`src/rtl/ir_rx_buffer.sv`:
```
module ir_rx_buffer #(
  parameter int DEPTH = 16
) (
  input  logic        clk,
  input  logic        rst_n,
  input  logic        bus_wr,
  input  logic        bus_rd,
  input  logic [7:0]  bus_addr,
  input  logic [31:0] bus_wdata,
  output logic [31:0] bus_rdata,
  input  logic        code_valid,
  input  logic [7:0]  code_byte,
  input  logic        code_last,
  output logic        irq
);
  localparam int AW = $clog2(DEPTH);
  localparam int CW = AW + 1;
  localparam logic [7:0] A_CTRL = 8'h00, A_RXCFG = 8'h10, A_DATA = 8'h20,
                         A_IEN  = 8'h2C, A_STAT  = 8'h30, A_SMP  = 8'h34;

  logic [1:0]    ctrl;
  logic [31:0]   rxcfg, smpcfg;
  logic [2:0]    ien;
  logic [AW-1:0] lvl;
  logic          ovf_f, pend_f, avail_f;
  logic [7:0]    mem [DEPTH];
  logic [AW-1:0] wp, rp;
  logic [CW-1:0] cnt;

  wire full     = (cnt == CW'(DEPTH));
  wire rx_on    = &ctrl;
  wire pop      = bus_rd && (bus_addr == A_DATA) && (cnt != '0);
  wire accept   = code_valid && rx_on && (!full || pop);
  wire ovf_ev   = code_valid && rx_on && full && !pop;
  wire avail_ev = (cnt > {1'b0, lvl});
  wire [7:0] clr = (bus_wr && bus_addr == A_STAT) ? bus_wdata[7:0] : 8'h00;

  always_ff @(posedge clk) begin
    if (!rst_n) begin
      ctrl <= '0; rxcfg <= '0; smpcfg <= '0; ien <= '0; lvl <= '0;
    end else if (bus_wr) begin
      case (bus_addr)
        A_CTRL:  ctrl   <= bus_wdata[1:0];
        A_RXCFG: rxcfg  <= bus_wdata;
        A_SMP:   smpcfg <= bus_wdata;
        A_IEN: begin
          ien <= {bus_wdata[4], bus_wdata[1], bus_wdata[0]};
          lvl <= bus_wdata[8 +: AW];
        end
        default: ;
      endcase
    end
  end

  always_ff @(posedge clk) begin
    if (!rst_n) begin
      ovf_f <= 1'b0; pend_f <= 1'b0; avail_f <= 1'b0;
    end else begin
      ovf_f   <= ovf_ev    | (ovf_f   & ~clr[0]);
      pend_f  <= code_last | (pend_f  & ~clr[1]);
      avail_f <= avail_ev  | (avail_f & ~clr[4]);
    end
  end

  always_ff @(posedge clk) begin
    if (!rst_n) begin
      wp <= '0; rp <= '0; cnt <= '0;
    end else begin
      if (accept) wp <= wp + 1'b1;
      if (pop)    rp <= rp + 1'b1;
      cnt <= cnt + CW'(accept) - CW'(pop);
    end
  end

  always_ff @(posedge clk)
    if (accept) mem[wp] <= code_byte;

  always_comb begin
    bus_rdata = '0;
    if (bus_rd) begin
      case (bus_addr)
        A_CTRL:  bus_rdata = {30'd0, ctrl};
        A_RXCFG: bus_rdata = rxcfg;
        A_DATA:  bus_rdata = (cnt != '0) ? {24'd0, mem[rp]} : '0;
        A_IEN: begin
          bus_rdata[8 +: AW] = lvl;
          bus_rdata[4] = ien[2];
          bus_rdata[1:0] = ien[1:0];
        end
        A_STAT: begin
          bus_rdata[8 +: CW] = cnt;
          bus_rdata[4] = avail_f;
          bus_rdata[1:0] = {pend_f, ovf_f};
        end
        A_SMP:   bus_rdata = smpcfg;
        default: bus_rdata = '0;
      endcase
    end
  end

  assign irq = (ovf_f & ien[0]) | (pend_f & ien[1]) | (avail_f & ien[2]);
endmodule


```
`config.mk`:
```
export PLATFORM = sky130hd
export DESIGN_NAME = ir_rx_buffer
export DESIGN_NICKNAME = d
export VERILOG_FILES = /design/src/rtl/ir_rx_buffer.sv
export SDC_FILE = /design/constraint.sdc
export NUM_CORES = 1
export LEC_CHECK = 0
export BUFFER_PORTS_ARGS = -buffer_cell sky130_fd_sc_hd__buf_4
export CELL_PAD_IN_SITES_DETAIL_PLACEMENT = 1
export CELL_PAD_IN_SITES_GLOBAL_PLACEMENT = 1
export CORE_ASPECT_RATIO = 0.7
export CORE_MARGIN = 2
export CORE_UTILIZATION = 52
export CTS_CLUSTER_DIAMETER = 50
export DETAILED_ROUTE_END_ITERATION = 10
export GPL_TIMING_DRIVEN = 0
export HOLD_SLACK_MARGIN = 0.15
export PLACE_DENSITY = 0.92
export SYNTH_ARGS = -nofsm -noshare
export SYNTH_HDL_FRONTEND = slang
export SYNTH_SLANG_ARGS = --single-unit
```
`constraint.sdc`:
```
create_clock -name clk -period 4.4 [get_ports clk]
set_input_delay 0.22 -clock clk [delete_from_list [all_inputs] [get_ports clk]]
set_output_delay 0.22 -clock clk [all_outputs]
set_load 0.01 [all_outputs]
```
[Word level (Yosys, flattened, before mapping)]
Memories as Yosys holds them, arrays and structs flattened. A register that Yosys moved wholly into a read port is not among the register bits.
Index checks and enable logic that the tools add are counted.
Word-level totals
  memories: 1
  output and inout port bits: 33
  input port bits: 54
  logic and storage cells: 68
  bits in writable memories: 128
  bits in registers: 89
Cells by class
  $lt $le $gt $ge: 1
  eq/ne operators: 6
  bitwise logic cells: 14
  $add $sub $neg: 4
  multiplexer cells: 14
  reduce and logical (&&, ||, !) cells: 17
Memories
  mem: depth 16, bits a word 8, rd ports 1, clocked after Yosys merged registers in 1, write ports 1, line 26  | logic [7:0] mem [DEPTH];
Operator list (count)
  case mux 19 bit (3 select lines): 1
  == test 8 x 6 -> 1 bit (second input constant): 4
  two-way mux 32 bit: 1
  case mux 4 bit (5 select lines): 1
  case mux 2 bit (6 select lines): 1
  AND reduction 2 bit: 5
  case mux 3 bit (3 select lines): 1
  adder 4 x 1 -> 4 bit (second input constant): 2
  == test 8 x 5 -> 1 bit (second input constant): 1
  logical NOT 8 bit: 1
  two-way mux 4 bit: 2
  two-way mux 8 bit: 1
  logical AND 1 bit: 7
  bitwise AND 1 bit: 6
  case mux 2 bit (3 select lines): 1
  adder 5 x 1 -> 5 bit: 1
  == test 5 bit (second input constant): 1
  > comparator 5 x 4 -> 1 bit: 1
  two-way mux 5 bit: 1
  bitwise OR 1 bit: 5
  case mux 1 bit (5 select lines): 1
  nonzero test 5 bit: 1
  subtractor 5 x 1 -> 5 bit: 1
  case mux 1 bit (4 select lines): 1
  other kinds (4): 8

[Logic depth before layout (Yosys ltp)]
Gate-level depths: netlist of the first run.
  word-level depth: 7
  mapped depth: 16
  mapped depth without buffers: 16

[Worst setup path after synthesis of the first run]
No wires, ideal clock.
  kind: reg-to-reg
  start point: register cnt[3]
  end point: register cnt[4]
  setup slack: 1459 ps
  arrival: 2826 ps
  cell stages (with the launch flop): 17
  clock period less this slack: 2941 ps
  cell sequence: dfxtp_1 > inv_1 > ha_1 > or4b_1 > and3_1 > nand2_2 > inv_1 > ha_1 > inv_1 > ha_1 > inv_1 > fa_1 > inv_1 > a21oi_1 > nor2_1 > or3_1 > and3_1
Between the ends
  longest elaborated chain between the ends: 6
  elaborated cells on any way between the ends: 8
RTL lines
  start, declared: line 28  | logic [CW-1:0] cnt;
  start signal, assigned: line 71  | cnt <= cnt + CW'(accept) - CW'(pop);
  nonzero test 5 bit (*): line 32  | wire pop = bus_rd && (bus_addr == A_DATA) && (cnt != '0);
  logical AND 1 bit (*): line 32
  via pop: line 32
  logical OR 1 bit: line 33  | wire accept = code_valid && rx_on && (!full || pop);
  logical AND 1 bit: line 33
  adder 5 x 1 -> 5 bit: line 71
  subtractor 5 x 1 -> 5 bit (*): line 71
Mark *: on every way through the listed nets, which the timed path passes. The rest lies on a longest branch.
A chain may end at the register's enable or synchronous reset.

[Final worst setup path of the first run]
  start point: register cnt[2]
  end point: register cnt[4]
The elaborated chain is that of the path after synthesis.

==> run metrics, run 1 <==
RSZ-0062 raised after global routing=false; Slew Viols, Final=0; drt pass-1 iters=6; Cells after Synth=780; Synth Area per Inst=12.4 um2; count of cell types in the netlist=54; worst hold path type=input pin to flip-flop; clk buf depth=3; Initial Util=53.3%; Synthesis Warnings=0; std cell rows=41; H-tree depth=1; final period utilization=a little over four fifths; FF-to-FF Start=cnt[2]; synthesis-to-layout area growth=21.4%; first-pass GRT wire length=approximately 52000 um; Avg Vias per Cell=about 6.6; maximum VDD drop=about 0.00034 V; TritonCTS sink count=~220; Max-cap violations=0; pin count of the biggest net entering global routing=17; layout cell share with drive strength beyond 1=between 20% and 30%; Critical Path Start=cnt[2]; Setup Buffers After CTS=0; post-CTS sizing=0; setup tns final=0 ns; Lkg Pwr=4.04 nW; final-report hold violation count=0; synthesis-stage register bit count=approximately 220; syn_nets=850; CTS Buf Count=22; Total GRT Usage=35.5%; total gr overflow=0; Placer Congestion=0.881; placed cells=between 1000 and 1500; Initial DRC Count=1047; CTS tree=done; CP Data Arrival Time=approximately 4.1 ns; Core Area=approximately 18000 um2; DIE AREA=19700 um2; Final Skew=around 0.014 ns; Final Setup Violations=0; Crit Path Class=flip-flop to flip-flop; Pwr Density=366 nW/um2; worst hold start=bus_rd; CTS root buffer=clkbuf_16; Max Freq=about 270 MHz; sequential-to-total area share from yosys stat=about three fifths; IO Port Bufs=83; cell area after synthesis=between 9000 and 10000 um2; Worst-Margin Slew=1.39 ns; routed vias=between 7000 and 8000; Max-slew headroom=roughly 6.8%; fillers=approximately 1800; Power Total=4.28 mW; Clock transition at path regs=about 0.080 ns; status=finished clean; vias in the first global route=8246; cts hold-fix bufs=42; DRT antenna net count=0; Setup crit start kind=flip-flop; final net count=999; Residual DRC=0; initial antenna violation count=3; DRT Wirelength=roughly 35000 um; Period minus WS final=3.69 ns; fin cells=between 1000 and 1500; Req. time, crit path=between 4 and 5 ns; routed length per instance=29.6 um; Skew-Pair Late Insertion Delay=0.51 ns; Worst Setup End Kind=flip-flop; most frequent cells in the layout=nand2_1, edfxtp_1, buf_4; post-DP HPWL=20700 um; die width=between 150 and 200 um; Die H=about 120 um; commonest non-fill, non-tap cell in the layout=nand2_1; # IOs=87; Crit Path Max Fanout=6
-- final timing paths --
check | end | slack, ns | cells past startpoint
setup / recovery | cnt[4] | 0.71 | 16
hold / removal | flip-flop | 0.27 | 4
setup reg to reg | cnt[4] | 0.71 | 16
hold reg to reg | smpcfg[28] | 0.46 | 2
-- power breakdown --
part / switching, mW / internal [mW]
Combinational: 0.0954 / 0.0771
Sequential: 0.00185 / 2.18
Clock: 0.868 / 1.06
Total: 0.965 / 3.32
-- through the flow --
stage	worst slack, ns	cell area [um2]	utilization [%]	hold WS (ns)
after floorplan	1.46	9650	-	0.319
after global placement	1.09	10600	58.3	0.440
after detailed placement	0.899	10600	58.3	0.445
after CTS	0.876	11700	64.5	0.231
after global routing	0.542	11700	64.7	0.280
final	0.708	11700	64.7	0.274
-- critical path: stages (launching register included) --
cell,delay (ns)
dfxtp_1,0.37
inv_1,0.12
ha_1,0.23
or4b_1,0.48
and3_1,0.30
nand2_2,0.18
inv_1,0.20
ha_1,0.33
inv_1,0.04
ha_1,0.18
inv_1,0.08
fa_1,0.22
inv_1,0.05
a21oi_1,0.14
nor2_1,0.07
or3_1,0.37
and3_1,0.20
-- area by class of cell --
type                            count  area, um2  share of cell area, %
Clock buffer                       30        622                   5.31
Buffer                             52        299                   2.55
Antenna cell                        3       7.51                 0.0641
Tap cell                          236        295                   2.52
Sequential cell                   221       5710                   48.7
Clock inverter                     10       82.6                  0.705
Multi-Input combinational cell    489       3590                   30.6
Timing Repair Buffer              125       1040                   8.91
Inverter                           18       67.6                  0.577
-- logic make-up (layout without fill, tap and decap cells) --
| kind of cell | Yosys count | count (layout) | share of synthesized area [%] |
|---|---|---|---|
| adder cells (fa/ha/maj) | 16 | 16 | 2.15 |
| flip-flops | 221 | 221 | 59.2 |
| AO/OA/AOI/OAI | 143 | 143 | 11.1 |
| XOR/XNOR | 8 | 8 | 0.726 |
| multiplexers | 46 | 46 | 8.95 |
| buffers and inverters | 70 | 235 | 3.80 |
| AND/OR/NAND/NOR | 276 | 276 | 14.1 |
| other | 0 | 3 | 0 |
-- synth_stat cells, drive strengths merged --
cell type / number / area, um2
a21boi: 67 / 503
a21o: 1 / 7.51
a21oi: 8 / 40.0
a221oi: 1 / 8.76
a222oi: 2 / 20.0
a22o: 16 / 140
a22oi: 31 / 233
a31oi: 2 / 12.5
a32o: 3 / 30.0
a32oi: 1 / 8.76
and2: 12 / 75.1
and3: 8 / 50.1
and4: 3 / 26.3
buf: 29 / 213
clkbuf: 23 / 86.3
dfxtp: 93 / 1860
edfxtp: 128 / 3840
fa: 1 / 20.0
ha: 15 / 188
inv: 18 / 67.6
mux2: 2 / 22.5
mux2i: 12 / 120
mux4: 32 / 721
nand2: 153 / 577
nand2b: 3 / 18.8
nand3: 22 / 110
nand3b: 1 / 20.0
nand4: 2 / 12.5
nand4bb: 1 / 11.3
nor2: 22 / 92.6
nor2b: 34 / 213
nor3: 6 / 35.0
nor3b: 1 / 12.5
nor4: 3 / 48.8
nor4b: 1 / 23.8
o21a: 2 / 15.0
o21ai: 6 / 30.0
o22ai: 2 / 12.5
o2bb2ai: 1 / 8.76
or3: 2 / 12.5
or4b: 2 / 23.8
xnor2: 7 / 61.3
xor2: 1 / 8.76
-- metal layers --
| metal | global-route usage (%) | vias up | wire length, um |
|---|---|---|---|
| met5 | 0 | - | 0 |
| met4 | 15.4 | 0 | 1790 |
| met3 | 8.37 | 155 | 3900 |
| met2 | 56.2 | 632 | 16100 |
| met1 | 47.2 | 3879 | 13200 |
| li1 | - | 3128 | - |
-- state kept, by name (all words and copies together), names as in the netlist, named ones only --
register,cells
avail_f,1
cnt,5
ctrl,2
ien,3
lvl,4
mem,128
ovf_f,1
pend_f,1
rp,4
rxcfg,32
smpcfg,32
wp,4
Power figures use the tool's default switching activity.
==> inputs of run 2 (changes only) <==
--- a/config.mk
+++ b/config.mk
@@ -10,12 +10,12 @@
 export CELL_PAD_IN_SITES_GLOBAL_PLACEMENT = 1
 export CORE_ASPECT_RATIO = 0.7
 export CORE_MARGIN = 2
-export CORE_UTILIZATION = 52
+export CORE_UTILIZATION = 48
 export CTS_CLUSTER_DIAMETER = 50
 export DETAILED_ROUTE_END_ITERATION = 10
 export GPL_TIMING_DRIVEN = 0
 export HOLD_SLACK_MARGIN = 0.15
-export PLACE_DENSITY = 0.92
+export PLACE_DENSITY = 0.86
 export SYNTH_ARGS = -nofsm -noshare
 export SYNTH_HDL_FRONTEND = slang
 export SYNTH_SLANG_ARGS = --single-unit
==> constraint.sdc (replaced) <==
create_clock -name clk -period 3.4 [get_ports clk]
set_input_delay 0.17 -clock clk [delete_from_list [all_inputs] [get_ports clk]]
set_output_delay 0.17 -clock clk [all_outputs]
set_load 0.01 [all_outputs]
==> run 2 against run 1 <==
Fmax grew 11%. Critical path depth unchanged. Worst setup slack got worse by 0.64 ns. Final area rose by 1.7%. First-iteration DRC count shrank 26%. Sequential power increased by 30%. Count of clock-buffer cells in the layout stayed put. Power increased by 34%. Global-route usage fell by 7.4 points. Critical endpoint unchanged.
==> run metrics, run 2 (synthesis results as in run 1) <==
layout cell share with drive strength beyond 1=21.4% (was 20.0%); cells along the critical path=inv_2 -> ha_4 -> or4b_4 -> and3_4 -> nand2_4 -> clkinvlp_4 -> ha_1 -> inv_1 -> ha_1 -> inv_1 -> fa_2 -> inv_1 -> a21oi_2 -> nor2_1 -> or3_1 -> and3_1 (was inv_1 -> ha_1 -> or4b_1 -> and3_1 -> nand2_2 -> inv_1 -> ha_1 -> inv_1 -> ha_1 -> inv_1 -> fa_1 -> inv_1 -> a21oi_1 -> nor2_1 -> or3_1 -> and3_1); synthesis-to-layout area growth=23.5% (was 21.4%); clk buf depth=3 (unchanged); fin cells=1220 (was 1184); TritonCTS sink count=221 (unchanged); Req. time, crit path=3.81 ns (was 4.80 ns); post-DP HPWL=19600 um (was 20700 um); pin count of the biggest net entering global routing=17 (unchanged); Max-cap violations=0 (unchanged); Clock transition at path regs=0.07 ns (was 0.08 ns); dpl ws=-0.238 ns (was 0.899 ns); Setup WS post-layout=0.0700 ns (was 0.708 ns); vias in the first global route=7530 (was 8246); routed length per instance=24.5 um (was 29.6 um); Initial Util=48.8% (was 53.3%); most frequent cells in the layout=nand2_1, edfxtp_1, buf_4 (unchanged); Skew-Pair Late Insertion Delay=0.51 ns (about the same); total gr overflow=0 (unchanged); Largest register FFs=128 (unchanged); die width=173 um (was 167 um); Crit Path Max Fanout=5 (was 6); Residual DRC=0 (unchanged); drt pass-1 iters=8 (was 6); Slew Viols, Final=0 (unchanged); std cell rows=43 (was 41); Final Skew=0.0149 ns (was 0.0136 ns); DRT Wirelength=29900 um (was 35000 um); Lkg Pwr=4.11 nW (was 4.04 nW); CTS Buf Count=22 (unchanged); status=finished clean (unchanged); Worst Setup End Kind=flip-flop (unchanged); Die H=123 um (was 118 um); final period utilization=97.9% (was 83.9%); Worst-Margin Slew=0.916 ns (was 1.39 ns); Setup crit start kind=flip-flop (unchanged); placed cells=1133 (was 1099); DIE AREA=21300 um2 (was 19700 um2); CP Data Arrival Time=3.74 ns (was 4.09 ns); CTS tree=done (unchanged); WHS=0.201 ns (was 0.274 ns); first-pass GRT wire length=45100 um (was 52400 um); Avg Vias per Cell=5.88 (was 6.58); worst hold path type=input pin to flip-flop (unchanged); maximum VDD drop=0.000475 V (was 0.000336 V); Placer Congestion=0.864 (was 0.881); H-tree depth=1 (unchanged); Max-slew headroom=38.7% (was 6.83%); Largest regs=mem x128, rxcfg x32, smpcfg x32 (unchanged); CP most frequent cell=inv_1 (unchanged); final net count=1003 (was 999); CTS root buffer=clkbuf_16 (unchanged); commonest non-fill, non-tap cell in the layout=nand2_1 (unchanged); most flop-heavy register=mem (unchanged); slowest cell on the critical path=or4b_4 (was or4b_1); Crit Path Class=flip-flop to flip-flop (unchanged); # IOs=87 (unchanged); Core Area=19700 um2 (was 18100 um2); Max Freq=300 MHz (was 271 MHz); Final Setup Violations=0 (unchanged); final-report hold violation count=0 (unchanged); IO Port Bufs=83 (unchanged); Initial DRC Count=775 (was 1047); DRT antenna net count=0 (unchanged); CP max stage delay=0.48 ns (about the same); initial antenna violation count=0 (was 3); Pwr Density=481 nW/um2 (was 366 nW/um2); routed vias=7174 (was 7794); setup tns final=0 ns (unchanged); Total GRT Usage=28.1% (was 35.5%); Period minus WS final=3.33 ns (was 3.69 ns)
-- run 2: changes by cell type in the layout (fill, tap and decap cells not counted), sizes merged --
cell,delta
inv,-4
buf,+4
bufinv,+3
clkinv,+2
clkinvlp,-1
diode,-2
-- run 2: per-stage QoR --
stage	util, %	area, um2	total power, mW
after detailed placement	53.7	10600	3.05
final	60.3	11900	5.72
after CTS	60.1	11900	5.73
after global routing	60.3	11900	5.85
after global placement	53.7	10600	3.05
after floorplan	-	9650	2.94
-- run 2: power by group --
group	internal (mW)	total (mW)	switching [mW]	leakage, nW
Combinational	0.0996	0.214	0.115	1.82
Clock	1.65	2.68	1.04	0.388
Sequential	2.83	2.83	0.00171	1.90
Total	4.57	5.72	1.15	4.11
-- run 2: worst paths after layout --
kind                   from         to  slack [ns]  cells after the start
setup / recovery     cnt[3]     cnt[4]        0.07                     16
hold / removal       bus_rd      ovf_f        0.20                      4
setup reg to reg     cnt[3]     cnt[4]        0.07                     16
hold reg to reg   rxcfg[24]  rxcfg[24]        0.46                      2
-- run 2: critical path, delay by kind of cell, from the launching register on --
kind | cells | cell delay (ns)
AND/OR/NAND/NOR | 6 | 1.45
flip-flops | 1 | 0.35
adder cells (fa/ha/maj) | 4 | 0.86
AO/OA/AOI/OAI | 1 | 0.13
buffers and inverters | 5 | 0.44
-- run 2: what timing repair did --
item	CTS	global route
pin swaps	0	2
buffers inserted	1	2
hold buffers	42	0
hold endpoints to repair	204	0
resized for setup	9	4
setup endpoints to repair	1	1
-- run 2: area by class of cell --
cell class	instances	area (um2)
fillers	2011	7830
flip-flops and latches	221	5710
multi-input cells	489	3620
repair buffers	129	1070
clock buffers	30	653
well taps	270	338
plain buffers	52	299
clock inverters	10	148
inverters	18	71.3
diodes	1	2.50
-- run 2: layer usage --
layer | up-vias | global-route usage, % | part of all wire [%]
met5 | - | 0 | 0
met1 | 3635 | 38.7 | 43
met4 | 0 | 8.00 | 2.9
li1 | 3141 | - | -
met3 | 81 | 5.67 | 7.7
met2 | 317 | 45.9 | 46
==> inputs of run 3 (changes only) <==
--- a/config.mk
+++ b/config.mk
@@ -6,11 +6,8 @@
 export NUM_CORES = 1
 export LEC_CHECK = 0
 export BUFFER_PORTS_ARGS = -buffer_cell sky130_fd_sc_hd__buf_4
-export CELL_PAD_IN_SITES_DETAIL_PLACEMENT = 1
-export CELL_PAD_IN_SITES_GLOBAL_PLACEMENT = 1
 export CORE_ASPECT_RATIO = 0.7
-export CORE_MARGIN = 2
-export CORE_UTILIZATION = 48
+export CORE_UTILIZATION = 59
 export CTS_CLUSTER_DIAMETER = 50
 export DETAILED_ROUTE_END_ITERATION = 10
 export GPL_TIMING_DRIVEN = 0
==> run 3 against run 2 <==
Via count is 0.33% lower. Critical path depth stayed put. Count of clock-buffer cells in the layout is 1 lower. Largest power group unchanged. Worst setup slack better by 0.0057 ns. Final cell count is 4.4% lower. Fmax is 0.17% higher. Largest cell class unchanged. Sequential share of layout area is 0.99 points higher.
==> run metrics, run 3 (synthesis results as in run 1) <==
Crit Path Class=flip-flop to flip-flop (unchanged); Lkg Pwr=4.00 nW (was 4.11 nW); final-report hold violation count=0 (unchanged); DRT Wirelength=25600 um (was 29900 um); Worst-Margin Slew=1.46 ns (was 0.916 ns); Placer Congestion=0.868 (was 0.864); post-DP HPWL=16800 um (was 19600 um); Req. time, crit path=3.80 ns (was 3.81 ns); final period utilization=97.8% (was 97.9%); total gr overflow=0 (unchanged); Max-slew headroom=2.07% (was 38.7%); maximum VDD drop=0.000302 V (was 0.000475 V); Max-cap violations=0 (unchanged); Total GRT Usage=30.9% (was 28.1%); Avg Vias per Cell=6.13 (was 5.88); vias in the first global route=7000 (was 7530); synthesis-to-layout area growth=20.9% (was 23.5%); Area after DPL=10500 um2 (was 10600 um2); H-tree depth=1 (unchanged); CTS root buffer=clkbuf_16 (unchanged); std cell rows=38 (was 43); # diodes=0 (was 1); Die H=109 um (was 123 um); CTS Buf Count=21 (was 22); layout cell share with drive strength beyond 1=19.8% (was 21.4%); commonest non-fill, non-tap cell in the layout=nand2_1 (unchanged); initial antenna violation count=0 (unchanged); most frequent cells in the layout=nand2_1, edfxtp_1, buf_4 (unchanged); DRT antenna net count=0 (unchanged); Initial Util=61.3% (was 48.8%); routed length per instance=21.9 um (was 24.5 um); Initial DRC Count=928 (was 775); Crit Path Max Fanout=5 (unchanged); Pwr Density=454 nW/um2 (was 481 nW/um2); DIE AREA=16900 um2 (was 21300 um2); worst hold path type=input pin to flip-flop (unchanged); Residual DRC=0 (unchanged); die width=155 um (was 173 um); Final Setup Violations=0 (unchanged); drt pass-1 iters=6 (was 8); Setup crit start kind=flip-flop (unchanged); Util after Layout=74.1% (was 60.3%); Largest register FFs=128 (unchanged); CP Data Arrival Time=3.72 ns (was 3.74 ns); Largest regs=mem x128, rxcfg x32, smpcfg x32 (unchanged); CTS tree=done (unchanged); status=finished clean (unchanged); Max Freq=301 MHz (was 300 MHz); # IOs=87 (unchanged); Clock transition at path regs=0.06 ns (was 0.07 ns); clk buf depth=3 (unchanged); Final Skew=0.0170 ns (was 0.0149 ns); most flop-heavy register=mem (unchanged); Period minus WS final=3.32 ns (was 3.33 ns); final net count=1002 (was 1003); Skew-Pair Late Insertion Delay=0.51 ns (about the same); TritonCTS sink count=221 (unchanged); Worst Setup End Kind=flip-flop (unchanged); first-pass GRT wire length=38900 um (was 45100 um); routed vias=7150 (was 7174); pin count of the biggest net entering global routing=17 (unchanged); fillers=964 (was 2011); IO Port Bufs=83 (unchanged); Slew Viols, Final=0 (unchanged); Core Area=15700 um2 (was 19700 um2); final instance area=11700 um2 (was 11900 um2)
-- run 3: cell types whose count changed in the layout (fill, tap and decap cells not counted), moves of 2 or more --
cell       change
inv_2          -2
dfxtp_1        +2
nor3_1         +3
clkbuf_1       +3
inv_1          +2
clkbuf_16      -2
nor3_2         -3
dfxtp_2        -2
clkbuf_8       -2
bufinv_16      -3
-- run 3: layout make-up --
type	count	area, um2	share of cell area, %
sequential	221	5710	48.9
multi-input combinational	489	3590	30.7
buffer	52	299	2.56
clock buffer	29	587	5.03
tap	220	275	2.36
inverter	18	71.3	0.611
timing repair buffer	129	1080	9.22
clock inverter	8	65.1	0.558
-- run 3: worst max-delay path: stages (launching register included) --
cell and delay [ns]:
dfxtp_1 0.36, inv_1 0.12, ha_2 0.21, or4b_4 0.48, and3_4 0.23, nand2_2 0.10
clkinvlp_4 0.13, ha_1 0.30, inv_1 0.04, ha_1 0.19, inv_1 0.08, fa_2 0.22
inv_1 0.04, a21oi_1 0.13, nor2_1 0.06, or3_1 0.33, and3_1 0.18
-- run 3: routing by layer --
metal | GRT usage, % | share of wire (%)
met1 | 43.5 | 39
met2 | 47.4 | 45
met3 | 7.15 | 12
met4 | 11.5 | 3.3
met5 | 0 | 0
-- run 3: stage by stage --
step	TNS, ns	power, mW	instances	hold WS, ns	setup WS [ns]
2_1_floorplan	0	2.94	780	0.269	0.459
3_3_place_gp	0	3.04	1083	0.410	0.116
3_5_place_dp	0	3.04	1083	0.434	0.00940
4_1_cts	0	5.29	1165	0.153	0.0708
5_1_grt	-0.0274	5.40	1166	0.168	-0.0274
6_report	0	5.30	1166	0.161	0.0757
-- run 3: repair_timing --
item	CTS	global route
cloned	0	0
hold buffers	43	0
setup endpoints to repair	1	1
endpoints found under the hold margin	205	0
buffers inserted	2	0
gates resized for setup	1	5
pin swaps	1	0
-- run 3: final timing paths --
kind	startpoint	slack (ns)	end	cells after the start
setup / recovery	cnt[2]	0.08	cnt[4]	16
hold / removal	bus_rd	0.16	flip-flop	4
setup reg to reg	cnt[2]	0.08	cnt[4]	16
hold reg to reg	rxcfg[22]	0.45	rxcfg[22]	2
-- run 3: where the power goes --
group / switching [mW] / internal (mW) / total [mW]
registers: 0.00169 / 2.83 / 2.83
logic: 0.106 / 0.100 / 0.206
clock network: 0.981 / 1.28 / 2.26
total: 1.09 / 4.21 / 5.30
